==> src/rtl/idx_ea_pkg.sv <==
// Shared types for the indexed effective-address unit.
// Assumes a fixed postbyte layout; only the address width is a parameter
// of the modules that use these types.
package idx_ea_pkg;

    localparam int IDX_CYC_W = 4;

    typedef enum logic [2:0] {
        OFS_NONE,
        OFS_SHORT,
        OFS_ACC_A,
        OFS_ACC_B,
        OFS_ACC_D,
        OFS_BYTE,
        OFS_WORD
    } idx_ofs_e;

    typedef struct packed {
        logic [1:0]           sel;       // pointer code
        logic                 base_pc;   // base is program counter
        idx_ofs_e             ofs;       // offset source
        logic [1:0]           step;      // auto step magnitude
        logic                 pre_dec;   // step is a decrement before use
        logic                 wb;        // pointer is written back
        logic                 ind;       // one level of indirection
        logic                 illegal;   // undefined encoding
        logic [IDX_CYC_W-1:0] cyc;       // extra cycles
    } idx_dec_t;

endpackage

==> src/rtl/idx_postbyte_decode.sv <==
// Postbyte decoder: classifies one indexed postbyte into base, offset
// source, pointer step, indirection and extra-cycle cost.
// Purely combinational; assumes postbyte is stable while used.
module idx_postbyte_decode
    import idx_ea_pkg::*;
(
    input  logic [7:0] postbyte,
    output idx_dec_t   dec
);

    localparam logic [IDX_CYC_W-1:0] IND_CYC = IDX_CYC_W'(3);

    // Map mode code to decode fields
    always_comb begin
        dec         = '0;
        dec.sel     = postbyte[6:5];
        dec.ofs     = OFS_NONE;
        if (!postbyte[7]) begin
            dec.ofs = OFS_SHORT;
            dec.cyc = IDX_CYC_W'(1);
        end else begin
            dec.ind = postbyte[4];
            case (postbyte[3:0])
                4'b0000: begin dec.step = 2'd1; dec.wb = 1'b1; dec.cyc = IDX_CYC_W'(2);
                               dec.illegal = postbyte[4]; end
                4'b0001: begin dec.step = 2'd2; dec.wb = 1'b1; dec.cyc = IDX_CYC_W'(3); end
                4'b0010: begin dec.step = 2'd1; dec.pre_dec = 1'b1; dec.wb = 1'b1;
                               dec.cyc = IDX_CYC_W'(2); dec.illegal = postbyte[4]; end
                4'b0011: begin dec.step = 2'd2; dec.pre_dec = 1'b1; dec.wb = 1'b1;
                               dec.cyc = IDX_CYC_W'(3); end
                4'b0100: dec.cyc = '0;
                4'b0101: begin dec.ofs = OFS_ACC_B; dec.cyc = IDX_CYC_W'(1); end
                4'b0110: begin dec.ofs = OFS_ACC_A; dec.cyc = IDX_CYC_W'(1); end
                4'b1000: begin dec.ofs = OFS_BYTE;  dec.cyc = IDX_CYC_W'(1); end
                4'b1001: begin dec.ofs = OFS_WORD;  dec.cyc = IDX_CYC_W'(4); end
                4'b1011: begin dec.ofs = OFS_ACC_D; dec.cyc = IDX_CYC_W'(4); end
                4'b1100: begin dec.ofs = OFS_BYTE; dec.base_pc = 1'b1; dec.cyc = IDX_CYC_W'(1); end
                4'b1101: begin dec.ofs = OFS_WORD; dec.base_pc = 1'b1; dec.cyc = IDX_CYC_W'(4); end
                default: dec.illegal = 1'b1;
            endcase
            if (dec.ind) dec.cyc = dec.cyc + IND_CYC;
        end
    end

endmodule

==> src/rtl/idx_addr_calc.sv <==
// Address arithmetic: selects the base, forms the sign- or zero-extended
// offset and applies the pointer step. Combinational.
// Assumes ADDR_W >= 16 so that D = {A,B} fits.
module idx_addr_calc
    import idx_ea_pkg::*;
#(
    parameter int ADDR_W = 16
) (
    input  idx_dec_t                  dec,
    input  logic [7:0]                postbyte,
    input  logic [ADDR_W-1:0]         offset,
    input  logic [ADDR_W/2-1:0]       acc_a,
    input  logic [ADDR_W/2-1:0]       acc_b,
    input  logic [ADDR_W-1:0]         pc_in,
    input  logic [3:0][ADDR_W-1:0]    ptrs,
    output logic [ADDR_W-1:0]         addr,
    output logic [ADDR_W-1:0]         ptr_next
);

    localparam int ACC_W = ADDR_W / 2;

    logic [ADDR_W-1:0] ptr_cur;
    logic [ADDR_W-1:0] base;
    logic [ADDR_W-1:0] ofs_val;
    logic [ADDR_W-1:0] delta;

    // Pick base and step amount
    always_comb begin
        ptr_cur = ptrs[dec.sel];
        base    = dec.base_pc ? pc_in : ptr_cur;
        delta   = {{(ADDR_W-2){1'b0}}, dec.step};
    end

    // Form the offset operand
    always_comb begin
        case (dec.ofs)
            OFS_SHORT: ofs_val = {{(ADDR_W-5){postbyte[4]}}, postbyte[4:0]};
            OFS_ACC_A: ofs_val = {{(ADDR_W-ACC_W){acc_a[ACC_W-1]}}, acc_a};
            OFS_ACC_B: ofs_val = {{(ADDR_W-ACC_W){acc_b[ACC_W-1]}}, acc_b};
            OFS_ACC_D: ofs_val = {acc_a, acc_b};
            OFS_BYTE:  ofs_val = {{(ADDR_W-8){offset[7]}}, offset[7:0]};
            OFS_WORD:  ofs_val = offset;
            default:   ofs_val = '0;
        endcase
    end

    // Apply step and offset
    always_comb begin
        ptr_next = dec.pre_dec ? (ptr_cur - delta) : (ptr_cur + delta);
        addr     = dec.pre_dec ? ptr_next : (base + ofs_val);
    end

endmodule

==> src/rtl/idx_ea_unit.sv <==
// Indexed effective-address unit (top). Decodes the postbyte, computes the
// address and pointer update, and for indirect forms reads one word
// through a request/acknowledge port that must hold data valid with ack.
// Results are registered and presented with a one-cycle done pulse.
module idx_ea_unit
    import idx_ea_pkg::*;
#(
    parameter int ADDR_W = 16
) (
    input  logic                  clk,
    input  logic                  rst_n,
    input  logic                  start,
    input  logic [7:0]            postbyte,
    input  logic [ADDR_W-1:0]     offset,
    input  logic [ADDR_W/2-1:0]   acc_a,
    input  logic [ADDR_W/2-1:0]   acc_b,
    input  logic [ADDR_W-1:0]     pc_in,
    input  logic [ADDR_W-1:0]     ptr_x,
    input  logic [ADDR_W-1:0]     ptr_y,
    input  logic [ADDR_W-1:0]     ptr_u,
    input  logic [ADDR_W-1:0]     ptr_s,
    input  logic                  mem_rd_ack,
    input  logic [ADDR_W-1:0]     mem_rd_data,
    output logic                  mem_rd_req,
    output logic [ADDR_W-1:0]     mem_rd_addr,
    output logic                  done,
    output logic [ADDR_W-1:0]     ea,
    output logic                  illegal,
    output logic [IDX_CYC_W-1:0]  extra_cyc,
    output logic                  wb_en,
    output logic [1:0]            wb_sel,
    output logic [ADDR_W-1:0]     wb_val
);

    typedef enum logic {ST_IDLE, ST_FETCH} state_e;

    state_e                  state_q;
    idx_dec_t                dec;
    logic [3:0][ADDR_W-1:0]  ptrs;
    logic [ADDR_W-1:0]       calc_addr;
    logic [ADDR_W-1:0]       calc_ptr;
    logic                    wb_pend_q;

    assign ptrs = {ptr_s, ptr_u, ptr_y, ptr_x};

    idx_postbyte_decode u_dec (
        .postbyte (postbyte),
        .dec      (dec)
    );

    idx_addr_calc #(.ADDR_W(ADDR_W)) u_calc (
        .dec      (dec),
        .postbyte (postbyte),
        .offset   (offset),
        .acc_a    (acc_a),
        .acc_b    (acc_b),
        .pc_in    (pc_in),
        .ptrs     (ptrs),
        .addr     (calc_addr),
        .ptr_next (calc_ptr)
    );

    assign mem_rd_req = (state_q == ST_FETCH);

    // Sequence a computation and register its results
    always_ff @(posedge clk) begin
        if (!rst_n) begin
            state_q     <= ST_IDLE;
            done        <= 1'b0;
            ea          <= '0;
            illegal     <= 1'b0;
            extra_cyc   <= '0;
            wb_en       <= 1'b0;
            wb_sel      <= '0;
            wb_val      <= '0;
            wb_pend_q   <= 1'b0;
            mem_rd_addr <= '0;
        end else begin
            done  <= 1'b0;
            wb_en <= 1'b0;
            case (state_q)
                ST_IDLE: if (start) begin
                    wb_sel <= dec.sel;
                    wb_val <= calc_ptr;
                    if (dec.illegal) begin
                        done      <= 1'b1;
                        illegal   <= 1'b1;
                        ea        <= '0;
                        extra_cyc <= '0;
                    end else if (dec.ind) begin
                        state_q     <= ST_FETCH;
                        mem_rd_addr <= calc_addr;
                        wb_pend_q   <= dec.wb;
                        extra_cyc   <= dec.cyc;
                        illegal     <= 1'b0;
                    end else begin
                        done      <= 1'b1;
                        illegal   <= 1'b0;
                        ea        <= calc_addr;
                        extra_cyc <= dec.cyc;
                        wb_en     <= dec.wb;
                    end
                end
                ST_FETCH: if (mem_rd_ack) begin
                    state_q <= ST_IDLE;
                    done    <= 1'b1;
                    ea      <= mem_rd_data;
                    wb_en   <= wb_pend_q;
                end
                default: state_q <= ST_IDLE;
            endcase
        end
    end

endmodule

==> config.mk <==
export PLATFORM = sky130hd
export DESIGN_NAME = idx_ea_unit
export DESIGN_NICKNAME = d
export VERILOG_FILES = /design/src/rtl/idx_ea_pkg.sv /design/src/rtl/idx_postbyte_decode.sv /design/src/rtl/idx_addr_calc.sv /design/src/rtl/idx_ea_unit.sv
export SDC_FILE = /design/constraint.sdc
export NUM_CORES = 1
export LEC_CHECK = 0
export BUFFER_PORTS_ARGS = -buffer_cell sky130_fd_sc_hd__buf_2
export CAP_MARGIN = 20
export CORE_MARGIN = 2
export CORE_UTILIZATION = 51
export CTS_CLUSTER_SIZE = 40
export DETAILED_ROUTE_END_ITERATION = 6
export GPL_ROUTABILITY_DRIVEN = 1
export MAX_ROUTING_LAYER = met4
export PLACE_DENSITY = 0.83
export SETUP_SLACK_MARGIN = 0.2
export SLEW_MARGIN = 20
export SYNTH_ARGS = -nofsm -noshare
export SYNTH_HDL_FRONTEND = slang
export SYNTH_HIERARCHICAL = 1
export SYNTH_SLANG_ARGS = --single-unit
==> constraint.sdc <==
create_clock -name clk -period 4.6 [get_ports clk]
set_input_delay 0.46 -clock clk [delete_from_list [all_inputs] [get_ports clk]]
set_output_delay 0.46 -clock clk [all_outputs]
set_load 0.01 [all_outputs]
## After elaboration in Yosys (flattened, before gate mapping)

Cells that the tools add are included.

| storage, ports and cells | value |
|---|---|
| register bits after elaboration | 59 |
| input bits | 140 |
| output and inout port bits | 58 |
| word-level logic and storage cells | 92 |

| cells by class | value |
|---|---|
| $add $sub $neg | 4 |
| order comparisons | 1 |
| equality and inequality tests | 20 |
| multiplexer cells | 41 |
| bitwise gates (word level) | 2 |
| reductions and logical operators | 14 |

Operators with widths:

| operator | number |
|---|---|
| 16-bit 2-to-1 mux | 8 |
| 16-bit case mux with 6 select lines | 1 |
| 16-bit binary-select mux with 2-bit select | 1 |
| 16-bit case mux with 2 select lines | 1 |
| 4-bit equality test, second input constant | 5 |
| 1-bit 2-to-1 mux | 17 |
| 16-bit adder | 1 |
| 16-bit by 2-bit adder with 16-bit output | 1 |
| 4-bit 2-to-1 mux | 4 |
| 16-bit by 2-bit subtractor with 16-bit output | 1 |
| 3-bit case mux with 5 select lines | 1 |
| 4-bit by 3-bit equality test with 1-bit output, second input constant | 3 |
| 3-bit case mux with 4 select lines | 1 |
| 2-bit OR reduction | 6 |
| 10-bit OR reduction | 1 |
| 3-bit equality test, second input constant | 3 |
| 4-bit by 2-bit equality test with 1-bit output, second input constant | 2 |
| 1-bit case mux with 2 select lines | 4 |
| 4-bit OR reduction | 2 |
| 3-bit by 2-bit equality test with 1-bit output, second input constant | 2 |
| 6-bit 2-to-1 mux | 1 |
| 4-bit by 2-bit adder with 4-bit output, second input constant | 1 |
| 4-bit by 1-bit equality test with 1-bit output, second input constant | 1 |
| 4-bit logical NOT | 1 |
| other kinds (11) | 13 |

## Logic depth before layout (Yosys ltp)

| logic depth | value |
|---|---|
| word-level depth | 12 |
| gate-level depth with buffers | 23 |
| depth with buffers taken out | 20 |

## Cells and area by module

Netlist, hierarchy kept.

By module, submodules not included:

| module | instances | cells an instance | area an instance (um2) | sequential area each (um2) |
|---|---|---|---|---|
| idx_addr_calc | 1 | 364 | 2872.8 | 0.0 |
| idx_ea_unit | 1 | 286 | 2421.1 | 1181.1 |
| idx_postbyte_decode | 1 | 42 | 267.8 | 0.0 |

## Least setup slack after synthesis

No wires, ideal clock.

| path | value |
|---|---|
| kind | in2reg |
| from | in postbyte[3] |
| to | reg ea[13] |
| setup time | 0.147 ns |
| arrival | 3.992 ns |
| required time | 4.453 ns |
| path slack | 0.461 ns |
| stages | 22 |
| buffers on the path | 4 |
| cell sequence | buf_2 nor2_1 nor3b_1 o21a_1 buf_6 buf_2 buf_2 nand2_1 nand2_1 a221oi_1 a21oi_1 ha_1 a21oi_1 or2_0 a311oi_2 a2111oi_2 nor2_1 xnor2_1 mux2_2 nor3b_1 a21oi_1 a221oi_2 |

RTL lines:

| item | line | text |
|---|---|---|
| start, declared | idx_ea_unit.sv:13 | `input logic [7:0] postbyte,` |
| end signal, assigned | idx_ea_unit.sv:99 | `ea <= calc_addr;` |
| end signal, assigned | idx_ea_unit.sv:107 | `ea <= mem_rd_data;` |
| end, declared | idx_ea_unit.sv:27 | `output logic [ADDR_W-1:0] ea,` |

==> impl_metrics.tcl <==
set metrics [dict create \
    area.growth.synth_to_final_pct 23.9 \
    yosys_warnings 6 \
    fin_skew_ns 0.0116 \
    gp_congestion 0.957 \
    cts_max_level 3 \
    final.setup.tns_ns 0 \
    firstDrtPassIters 5 \
    ys_seq_area_share_pct 21.2 \
    power_leakage_nw 3.02 \
    final-setup-viol-count 0 \
    grt_usage_pct 29.5 \
    cts_tree "done" \
    hold_class "primary input to flop" \
    crit_path_max_incr_delay_ns 0.38 \
    clock_sinks 59 \
    worstMarginPinSlew_ns 1.07 \
    r2r-end "ea[0]" \
    worst_hold_slack_ns 0.413 \
    async_reset_ff_share_pct 0 \
    whs_endpoint "mem_rd_req" \
    grt_antenna_before_repair 1 \
    max_slew_margin_pct 28.3 \
    vdd_drop_max_mv 0.165 \
    r2r_setup_slack_ns 2.19 \
    fp-row-count 38 \
    clk_pin_slew_ns 0.08 \
    powerDensity_nw_per_um2 304 \
    routed_wl_um 17600 \
    nets 1048 \
    cp-start-kind "primary input" \
    port_buffers 197 \
    layout-drive-gt1-share_pct 35.6 \
    total_power_mw 2.10 \
    fin_util_pct 64.1 \
    endpoint_kind "flop" \
    cts_buffers 9 \
    maxSlewViolCount 0 \
    synth_edf_count 0 \
    viasPerCell 5.84 \
    hold_start "mem_rd_ack" \
    core_um2 10700 \
    grt_max_degree 60 \
    syn-num-nets 866 \
    final_antenna_net_count 0 \
    hold_violations 0 \
    cts_buffer_depth 2 \
    critPathSlowestCell "ha_1" \
    crit_path_frequent_cell "a221oi_2" \
    grt_pass1_vias 5419 \
    grt_pass1_wl_um 26500 \
    period_needed_ns 4.17 \
    path_cells "clkbuf_4, nor2_1, nor3b_1, o21a_2, buf_12, mux2_4, a221oi_2, a21o_2, o21ai_0, ha_1, nand2_1, or2_0, a311oi_2, a2111oi_2, o31ai_2, xnor2_1, mux2i_1, nor3b_2, a21oi_1, a221oi_2" \
    clk_latency_ns 0.34 \
    cts_root_buffer "clkbuf_8" \
    drtIter0Drc 442 \
    ys_seq_elements 59 \
    avgSynthCellArea_um2 8.04 \
    post-place-cells 998 \
    nFillCells 946 \
    hpwl_um 13900 \
    fmax_ghz 0.240 \
    wire_per_inst_um 17.2 \
    synth_area_um2 5560 \
    synth_cell_type_count 68 \
    io_pins 198 \
    die_h_um 108 \
    vias 5953 \
    die-area_um2 11800 \
    arrival_ns 4.42 \
    outcome "completed" \
    syn_inst 692 \
    overflow 0 \
    die_x_um 108 \
    start_util_pct 51.8 \
    hold_depth 3 \
    r2r_cells 3 \
    reg2reg_from "mem_rd_req" \
    rsz0062_at_grt "false" \
    period_share_pct 90.7 \
    required_ns 4.85 \
    maxCapViolations 0 \
    yosys_most_used_dff "dfxtp_1" \
    crit_fanout 25 \
    crit_type "primary input to flop" \
    drc_errors 0 \
    final_cells 1020 \
]
-- layer usage --
metal	part of all wire (%)	GRT usage [%]	vias to the layer above
met4	3.0	10.6	0
met1	42	37.9	2753
li1	-	-	2871
met2	47	46.1	281
met3	8.5	6.09	48
met5	0	-	-
-- cell type report --
class / count / area, µm² / share of cell area, %
Multi-Input combinational cell: 562 / 4050 / 58.8
Timing Repair Buffer: 223 / 1210 / 17.5
Sequential cell: 59 / 1180 / 17.1
Tap cell: 140 / 175 / 2.54
Clock buffer: 9 / 124 / 1.80
Clock inverter: 7 / 76.3 / 1.11
Inverter: 19 / 71.3 / 1.04
Antenna cell: 1 / 2.50 / 0.0363
-- cell usage after synthesis (all sizes together) (2+ instances only) --
cell type | instances | share of area (%)
mux4 | 16 | 6.7
ha | 32 | 7.2
nand3 | 7 | 0.63
fa | 2 | 0.72
o21a | 10 | 1.3
a211oi | 6 | 0.90
or2 | 2 | 0.23
xor2 | 8 | 1.3
a21o | 9 | 1.2
mux2i | 24 | 4.3
and2 | 2 | 0.22
o21bai | 3 | 0.40
nand2b | 8 | 0.90
nor3b | 20 | 2.7
nor2 | 59 | 4.0
mux2 | 25 | 5.1
dfxtp | 59 | 21
clkbuf | 17 | 1.1
nand3b | 5 | 0.67
a21oi | 87 | 7.9
a221oi | 24 | 5.0
nand2 | 110 | 7.4
inv | 19 | 1.3
nor2b | 9 | 1.1
a31oi | 4 | 0.45
buf | 35 | 4.3
and3 | 2 | 0.22
a21boi | 6 | 0.81
o21ai | 35 | 3.3
nor3 | 9 | 0.90
xnor2 | 12 | 2.0
o31ai | 7 | 1.1
o2111ai | 2 | 0.32
-- flip-flops by register name, indices dropped and copies added (netlist names) --
name	flops
done	1
ea	16
extra_cyc	4
illegal	1
mem_rd_addr	16
mem_rd_req	1
wb_en	1
wb_pend_q	1
wb_sel	2
wb_val	16
-- metrics by stage --
stage | instance area, µm² | worst slack, ns
final | 6890 | 0.427
after detailed placement | 6620 | -0.00793
after CTS | 6820 | 0.282
after global placement | 6620 | 0.0813
after global routing | 6890 | 0.138
after floorplan | 5560 | 0.461
-- worst max-delay path by stage --
| stage | from | endpoint | slack (ns) |
|---|---|---|---|
| finish | postbyte[3] | ea[15] | 0.43 |
| detailed placement | postbyte[3] | ea[12] | -0.008 |
| global route | postbyte[3] | ea[15] | 0.14 |
| CTS | postbyte[3] | ea[12] | 0.28 |
| floorplan | postbyte[3] | ea[13] | 0.46 |
| global placement | postbyte[3] | ea[12] | 0.08 |
-- logic make-up (layout without fill, tap and decap cells) --
logic type,count (synthesis),count (layout),share of synthesized area (%)
and+or+nand+nor,241,241,20.4
AOI/OAI and AO/OA,201,201,24.3
buffers and inverters,71,258,6.68
muxes,65,65,16.2
DFF,59,59,21.2
adders and majority gates,34,34,7.92
xor gates and xnor gates,20,20,3.28
other,1,2,0.0674
-- critical path, delay by kind of cell --
kind / cells / cell delay [ns]
AO/OA/AOI/OAI: 9 / 1.79
XOR/XNOR: 1 / 0.10
AND/OR/NAND/NOR: 5 / 0.81
multiplexers: 2 / 0.51
adder cells (fa/ha/maj): 1 / 0.38
buffers and inverters: 2 / 0.37
-- what timing repair did --
item                                    4_1_cts  5_1_grt
hold buffers                                  0        0
setup buffers                                 0        5
endpoints found under the setup margin        0        6
resized for setup                             0        9
-- layout by cell type (no fill, tap or decap), types with 9 or more instances in the layout --
cell type / count
buf_2: 196
nand2_1: 110
a21oi_1: 85
nor2_1: 59
dfxtp_1: 59
ha_1: 31
o21ai_0: 30
buf_4: 24
mux2_2: 24
mux2i_1: 24
nor3b_1: 18
inv_1: 18
a221oi_1: 13
mux4_2: 12
a221oi_2: 11
xnor2_1: 11
clkbuf_8: 9
o21a_1: 9
-- power breakdown --
part | switching, mW | internal [mW] | total (mW)
Clock | 0.217 | 0.252 | 0.469
Sequential | 0.0241 | 0.560 | 0.584
Combinational | 0.579 | 0.464 | 1.04
(Power assumes the default switching activity.)
